==> config.mk <==
export PLATFORM = sky130hd
export DESIGN_NAME = out_bank_ep
export DESIGN_NICKNAME = d
export VERILOG_FILES = /design/src/rtl/oeb_pkg.sv /design/src/rtl/oeb_bank_ram.sv /design/src/rtl/oeb_rx_ctrl.sv /design/src/rtl/oeb_bank_state.sv /design/src/rtl/out_bank_ep.sv
export SDC_FILE = /design/constraint.sdc
export NUM_CORES = 1
export LEC_CHECK = 0
export ABC_AREA = 0
export BUFFER_PORTS_ARGS = -buffer_cell sky130_fd_sc_hd__clkbuf_2
export CORE_UTILIZATION = 62
export DETAILED_ROUTE_END_ITERATION = 7
export PLACE_DENSITY = 0.79
export SETUP_SLACK_MARGIN = 0.02
export SLEW_MARGIN = 30
export SYNTH_ARGS = -nofsm -noshare
export SYNTH_HDL_FRONTEND = slang
export SYNTH_SLANG_ARGS = --single-unit
==> constraint.sdc <==
create_clock -name clk -period 3.3 [get_ports clk]
set_input_delay 0.165 -clock clk [delete_from_list [all_inputs] [get_ports clk]]
set_output_delay 0.165 -clock clk [all_outputs]
set_load 0.02 [all_outputs]
==> src/rtl/oeb_pkg.sv <==
package oeb_pkg;
    typedef enum logic [1:0] {
        RX_IDLE = 2'd0,
        RX_TAKE = 2'd1,
        RX_DROP = 2'd2
    } rx_state_e;
endpackage

==> src/rtl/oeb_bank_ram.sv <==
module oeb_bank_ram #(
    parameter int DEPTH = 64,
    parameter int DW    = 8,
    localparam int AW   = (DEPTH > 1) ? $clog2(DEPTH) : 1
) (
    input  logic          clk,
    input  logic          wr_en,
    input  logic [AW-1:0] wr_addr,
    input  logic [DW-1:0] wr_data,
    input  logic [AW-1:0] rd_addr,
    output logic [DW-1:0] rd_data
);
    logic [DW-1:0] cells_q [DEPTH];

    always_ff @(posedge clk) begin
        if (wr_en) begin
            cells_q[wr_addr] <= wr_data;
        end
    end

    assign rd_data = cells_q[rd_addr];
endmodule

==> src/rtl/oeb_rx_ctrl.sv <==
module oeb_rx_ctrl
    import oeb_pkg::*;
#(
    parameter int MAX_PKT = 64,
    parameter int DW      = 8,
    localparam int CW     = $clog2(MAX_PKT + 1),
    localparam int AW     = (MAX_PKT > 1) ? $clog2(MAX_PKT) : 1
) (
    input  logic          clk,
    input  logic          rst,
    input  logic          tok_out,
    input  logic          pkt_vld,
    input  logic [DW-1:0] pkt_byte,
    input  logic          pkt_eop,
    input  logic          pkt_crc_ok,
    input  logic          bank_busy,
    output logic          wr_en,
    output logic [AW-1:0] wr_addr,
    output logic [DW-1:0] wr_data,
    output logic          commit,
    output logic [CW-1:0] commit_cnt,
    output logic          commit_zlp,
    output logic          hs_ack,
    output logic          hs_nak,
    output logic          ovf
);
    typedef struct packed {
        rx_state_e     st;
        logic [CW-1:0] wptr;
        logic          too_long;
        logic          ack;
        logic          nak;
        logic          ovf;
    } rx_regs_t;

    rx_regs_t rx_q, rx_d;
    logic     commit_c;
    logic     wr_c;

    always_comb begin
        rx_d     = rx_q;
        rx_d.ack = 1'b0;
        rx_d.nak = 1'b0;
        rx_d.ovf = 1'b0;
        commit_c = 1'b0;
        wr_c     = 1'b0;
        if (tok_out) begin
            rx_d.st       = bank_busy ? RX_DROP : RX_TAKE;
            rx_d.wptr     = '0;
            rx_d.too_long = 1'b0;
        end else begin
            unique case (rx_q.st)
                RX_TAKE: begin
                    if (pkt_eop) begin
                        rx_d.st = RX_IDLE;
                        if (pkt_crc_ok) begin
                            if (rx_q.too_long) begin
                                rx_d.nak = 1'b1;
                                rx_d.ovf = 1'b1;
                            end else begin
                                rx_d.ack = 1'b1;
                                commit_c = 1'b1;
                            end
                        end
                    end else if (pkt_vld) begin
                        if (rx_q.wptr == CW'(MAX_PKT)) begin
                            rx_d.too_long = 1'b1;
                        end else begin
                            wr_c      = 1'b1;
                            rx_d.wptr = rx_q.wptr + 1'b1;
                        end
                    end
                end
                RX_DROP: begin
                    if (pkt_eop) begin
                        rx_d.st  = RX_IDLE;
                        rx_d.nak = pkt_crc_ok;
                    end
                end
                default: ;
            endcase
        end
    end

    always_ff @(posedge clk) begin
        if (rst) begin
            rx_q <= '{st: RX_IDLE, wptr: '0, too_long: 1'b0,
                      ack: 1'b0, nak: 1'b0, ovf: 1'b0};
        end else begin
            rx_q <= rx_d;
        end
    end

    assign wr_en      = wr_c;
    assign wr_addr    = rx_q.wptr[AW-1:0];
    assign wr_data    = pkt_byte;
    assign commit     = commit_c;
    assign commit_cnt = rx_q.wptr;
    assign commit_zlp = (rx_q.wptr == '0);
    assign hs_ack     = rx_q.ack;
    assign hs_nak     = rx_q.nak;
    assign ovf        = rx_q.ovf;

    // a handshake only follows an end-of-packet
    assert_hs_after_eop_R1: assert property (@(posedge clk) disable iff (rst)
        (hs_ack || hs_nak) |-> $past(pkt_eop));
    // never both answers at once
    assert_ack_nak_excl_R3: assert property (@(posedge clk) disable iff (rst)
        !(hs_ack && hs_nak));
    // no write lands in a bank that is holding a packet
    assert_no_write_busy_R3: assert property (@(posedge clk) disable iff (rst)
        wr_en |-> !bank_busy);
    // overflow always comes with a NAK
    assert_no_overflow_ack_R8: assert property (@(posedge clk) disable iff (rst)
        ovf |-> (hs_nak && !hs_ack));
endmodule

==> src/rtl/oeb_bank_state.sv <==
module oeb_bank_state #(
    parameter int MAX_PKT = 64,
    localparam int CW     = $clog2(MAX_PKT + 1),
    localparam int AW     = (MAX_PKT > 1) ? $clog2(MAX_PKT) : 1
) (
    input  logic          clk,
    input  logic          rst,
    input  logic          auto_zlp,
    input  logic          commit,
    input  logic [CW-1:0] commit_cnt,
    input  logic          commit_zlp,
    input  logic          rd_en,
    output logic          bank_rdy,
    output logic [AW-1:0] rd_addr,
    output logic [CW-1:0] byte_cnt,
    output logic          rdy_irq,
    output logic          eot_evt
);
    typedef struct packed {
        logic          rdy;
        logic [CW-1:0] left;
        logic [AW-1:0] rptr;
        logic [CW-1:0] cnt;
        logic          irq;
        logic          eot;
    } bk_regs_t;

    bk_regs_t bk_q, bk_d;

    always_comb begin
        bk_d     = bk_q;
        bk_d.irq = 1'b0;
        bk_d.eot = 1'b0;
        if (bk_q.rdy && rd_en) begin
            if (bk_q.left <= CW'(1)) begin
                bk_d.rdy  = 1'b0;
                bk_d.left = '0;
                bk_d.rptr = '0;
            end else begin
                bk_d.left = bk_q.left - 1'b1;
                bk_d.rptr = bk_q.rptr + 1'b1;
            end
        end
        if (commit) begin
            bk_d.rdy  = !(commit_zlp && auto_zlp);
            bk_d.cnt  = commit_cnt;
            bk_d.left = commit_cnt;
            bk_d.rptr = '0;
            bk_d.irq  = 1'b1;
            bk_d.eot  = commit_zlp && auto_zlp;
        end
    end

    always_ff @(posedge clk) begin
        if (rst) begin
            bk_q <= '{rdy: 1'b0, left: '0, rptr: '0, cnt: '0,
                      irq: 1'b0, eot: 1'b0};
        end else begin
            bk_q <= bk_d;
        end
    end

    assign bank_rdy = bk_q.rdy;
    assign rd_addr  = bk_q.rptr;
    assign byte_cnt = bk_q.cnt;
    assign rdy_irq  = bk_q.irq;
    assign eot_evt  = bk_q.eot;

    // a packet is never committed over unread data
    assert_commit_free_R3: assert property (@(posedge clk) disable iff (rst)
        commit |-> !bank_rdy);
    // the bank only empties in response to a read strobe
    assert_rdy_fall_read_R4: assert property (@(posedge clk) disable iff (rst)
        $fell(bank_rdy) |-> $past(rd_en));
    // the interrupt pulse follows a commit
    assert_irq_after_commit_R2: assert property (@(posedge clk) disable iff (rst)
        rdy_irq |-> $past(commit));
    // end-of-transfer leaves the bank free with a zero count
    assert_eot_free_R6: assert property (@(posedge clk) disable iff (rst)
        eot_evt |-> (!bank_rdy && byte_cnt == '0 && rdy_irq));
endmodule

==> src/rtl/out_bank_ep.sv <==
module out_bank_ep #(
    parameter int MAX_PKT = 64,
    parameter int DW      = 8,
    localparam int CW     = $clog2(MAX_PKT + 1),
    localparam int AW     = (MAX_PKT > 1) ? $clog2(MAX_PKT) : 1
) (
    input  logic          clk,
    input  logic          rst,
    input  logic          auto_zlp,
    input  logic          tok_out,
    input  logic          pkt_vld,
    input  logic [DW-1:0] pkt_byte,
    input  logic          pkt_eop,
    input  logic          pkt_crc_ok,
    input  logic          rd_en,
    output logic [DW-1:0] rd_data,
    output logic          hs_ack,
    output logic          hs_nak,
    output logic          bank_rdy,
    output logic          rdy_irq,
    output logic          eot_evt,
    output logic [CW-1:0] byte_cnt,
    output logic          ovf
);
    logic          wr_en;
    logic [AW-1:0] wr_addr;
    logic [DW-1:0] wr_data;
    logic [AW-1:0] rd_addr;
    logic          commit;
    logic [CW-1:0] commit_cnt;
    logic          commit_zlp;

    oeb_rx_ctrl #(.MAX_PKT(MAX_PKT), .DW(DW)) u_rx (
        .clk        (clk),
        .rst        (rst),
        .tok_out    (tok_out),
        .pkt_vld    (pkt_vld),
        .pkt_byte   (pkt_byte),
        .pkt_eop    (pkt_eop),
        .pkt_crc_ok (pkt_crc_ok),
        .bank_busy  (bank_rdy),
        .wr_en      (wr_en),
        .wr_addr    (wr_addr),
        .wr_data    (wr_data),
        .commit     (commit),
        .commit_cnt (commit_cnt),
        .commit_zlp (commit_zlp),
        .hs_ack     (hs_ack),
        .hs_nak     (hs_nak),
        .ovf        (ovf)
    );

    oeb_bank_state #(.MAX_PKT(MAX_PKT)) u_state (
        .clk        (clk),
        .rst        (rst),
        .auto_zlp   (auto_zlp),
        .commit     (commit),
        .commit_cnt (commit_cnt),
        .commit_zlp (commit_zlp),
        .rd_en      (rd_en),
        .bank_rdy   (bank_rdy),
        .rd_addr    (rd_addr),
        .byte_cnt   (byte_cnt),
        .rdy_irq    (rdy_irq),
        .eot_evt    (eot_evt)
    );

    oeb_bank_ram #(.DEPTH(MAX_PKT), .DW(DW)) u_ram (
        .clk     (clk),
        .wr_en   (wr_en),
        .wr_addr (wr_addr),
        .wr_data (wr_data),
        .rd_addr (rd_addr),
        .rd_data (rd_data)
    );
endmodule

==> results.md <==
- Type of the worst setup path: flip-flop to primary output
- Area Overhead vs Synth: 13.3%
- Final antenna-violating net count: 0
- DP Wirelength: 28500 microns
- Setup ws final: 0.173 ns
- Critical path's largest stage delay: 0.53 ns
- Hold Path Class: input pin to flip-flop
- Fraction of layout cells with a size suffix above 1: 26.6%
- Pin count of the biggest net entering global routing: 71
- Crit-path max FO: 11
- Number of synthesized flops with an enable pin: 512
- CTS root buf: clkbuf_16
- Initial Util: 63.7%
- CTS buffer count: 53
- All-Layer GR Usage: 27.6%
- Pre-Repair DR Iteration Count: 7
- Yosys reg bits: 554
- RSZ-0062 raised after global routing: no
- Final-report hold violation count: 0
- PD cells: 557 nW/um^2
- Least-Margin Pin Slew: 1.00 ns
- R2r setup slk: 0.36 ns
- Area of the multi-input gates: 4960 sq um
- Starting DRT DRC Count: 1246
- Final WL: 47800 microns
- CP cell instances: buf_8, mux4_2, mux2_2, a21oi_1, o21ai_1, a32o_1, clkbuf_2
- I/O Buffers: 36
- Via count: 11311
- Die Y: 188 microns
- Fmax: 320 MHz
- Data required, critical path: 3.13 ns
- Maximum VDD drop: 0.571 mV
- Sink Count: 554
- Hold slack: 0.0521 ns
- Inst Count DP: 1611
- Gpl congestion: 0.812
- Sequential area share after synthesis: 75.2%
- Clock Path Buffers: 3
- Top FF cell, synth: edfxtp_1
- Maxcap violations: 0
- Clk pin slew, worst setup/hold paths: 0.06 ns
- Number of global-route vias before repair: 11415
- Total gr overflow: 0
- Ys async rst share: 0%
- Sequential cell area: 16200 sq um
- Pre-CTS WS: 0.364 ns
- Top-Level Pins: 37
- Site row count: 67
- Synth warn: 0
- Mapped cell area: 21600 sq um
- Critical path launch point type: flip-flop
- WL/cell: 27.8 microns
- Global-route wire length before repair: 70900 microns
- Fin nets: 1252
- CP max-delay cell: mux4_2
- # setup viols final: 0
- Setup_tns: 0 ns
- CTS tree: yes
- Setup crit end kind: primary output
- Worst Path Arrival: 2.96 ns
- Minimum clock period after layout: 3.13 ns
- Tcrit/Tclk final: 94.8%
- Library cells used by synthesis: 53
- Final slew viol count: 0
- Die span in x: 188 microns
- Commonest non-fill, non-tap cell in the layout: edfxtp_1
- Leak Pwr: 7.58 nW
- # H-tree levels: 2
- Relative slew slack: 33.0%
- Average size of a mapped cell: 19.4 sq um
- Clock skew: 0.0132 ns
- Cells after synthesis: 1114
- Fill count: 1964
- Clock Latency Late Sink: 0.58 ns
- Vias per cell: 6.56
- DRC viols: 0
- Status: completed
- Most frequent cells in the layout: edfxtp_1 (512), mux4_2 (124), nor2_1 (117)
- Die ar.: 35500 sq um
- Tot Pwr: 0.0136 W
- Mapped Nets: 1137
- Initial antenna violation count: 1
- Core area: 33900 sq um
- Fin cells: 1723
[cells by family (layout without fill, tap and decap cells)]
kind of cell / count (synthesis) / after routing / synth area share [%]
compound gates: 106 / 106 / 3.30
xor+xnor: 13 / 13 / 0.528
fa+ha+maj: 7 / 7 / 0.406
buf+inv: 77 / 237 / 1.82
flops: 554 / 554 / 75.2
mux: 148 / 148 / 14.4
other cells: 0 / 1 / 0
simple gates: 209 / 209 / 4.33
[path summary, 6_finish.rpt]
check | start | end | depth (start not counted)
worst min-delay path | rst | u_state.byte_cnt[0] | 2
worst max register to register | u_rx.commit_cnt[0] | u_ram.cells_q[49][6] | 7
worst min register to register | u_state.byte_cnt[4] | u_state.byte_cnt[4] | 2
worst max-delay path | flip-flop | rd_data[3] | 7
[Yosys cell counts (4+ instances only)]
master	number	area, sq um
xnor2_1	7	61.3
edfxtp_1	512	15400
nor2b_1	8	50.1
mux2i_1	12	120
nor2_1	117	439
inv_1	10	37.5
a21oi_1	21	105
nand3_1	6	30.0
buf_4	12	90.1
mux4_2	124	2790
a222oi_1	4	40.0
ha_1	7	87.6
o32ai_1	7	61.3
dfxtp_1	42	841
nand2_1	37	139
o21ai_0	13	65.1
a32o_1	7	70.1
mux2_2	8	90.1
nand2b_1	5	31.3
o22ai_1	29	181
a211oi_1	9	67.6
nand3b_1	5	37.5
mux4_1	4	105
buf_2	22	110
nor3_1	9	45.0
clkbuf_1	28	105
xor2_1	6	52.6
o21ai_1	6	30.0
[cell type report]
type                    instances  area share, %
multi-input cells             483           20.3
flip-flops and latches        554           66.4
diodes                          1         0.0102
repair buffers                127           4.07
clock inverters                22          0.666
well taps                     448           2.30
inverters                      10          0.154
clock buffers                  78           6.03
[flip-flops by register name, indices dropped and copies added, names as in the netlist, 3 cells and up, named ones only]
name,cells
u_rx.rx_q,3
u_state.bk_q,7
u_rx.commit_cnt,7
u_state.rd_addr,6
u_ram.cells_q,512
u_state.byte_cnt,7
[critical path, delay by kind of cell (launching register included)]
| kind | cells | cell delay [ns] |
|---|---|---|
| muxes | 2 | 0.81 |
| AOI/OAI and AO/OA | 3 | 0.67 |
| DFF | 1 | 0.52 |
| buffers and inverters | 2 | 0.37 |
[stage by stage]
step	util (%)	cell area (sq um)
after floorplan	-	21600
after global placement	66.8	22600
after detailed placement	66.9	22700
after CTS	72.0	24400
after global routing	72.1	24400
final	72.1	24400
[per-layer routing]
metal,share of wire (%),wire length (microns),track usage [%],vias to the layer above
met3,9.2,4410,5.14,102
li1,-,-,-,4747
met1,39,18400,39.0,5799
met4,2.8,1350,8.90,0
met5,0,0,0,-
met2,49,23600,44.5,663
[report_power, final]
group          internal [W]  total [W]  switching (W)
combinational     0.0000479   0.000202       0.000154
clock               0.00325    0.00573        0.00248
sequential          0.00766    0.00767     0.00000417
total                0.0110     0.0136        0.00264
[repair_timing]
action	in CTS	in global routing
resized for setup	1	3
setup buffers	5	1
endpoints found under the hold margin	6	0
hold buffers	5	0
endpoints found under the setup margin	1	121
gates cloned	0	0
(Power assumes the default switching activity.)
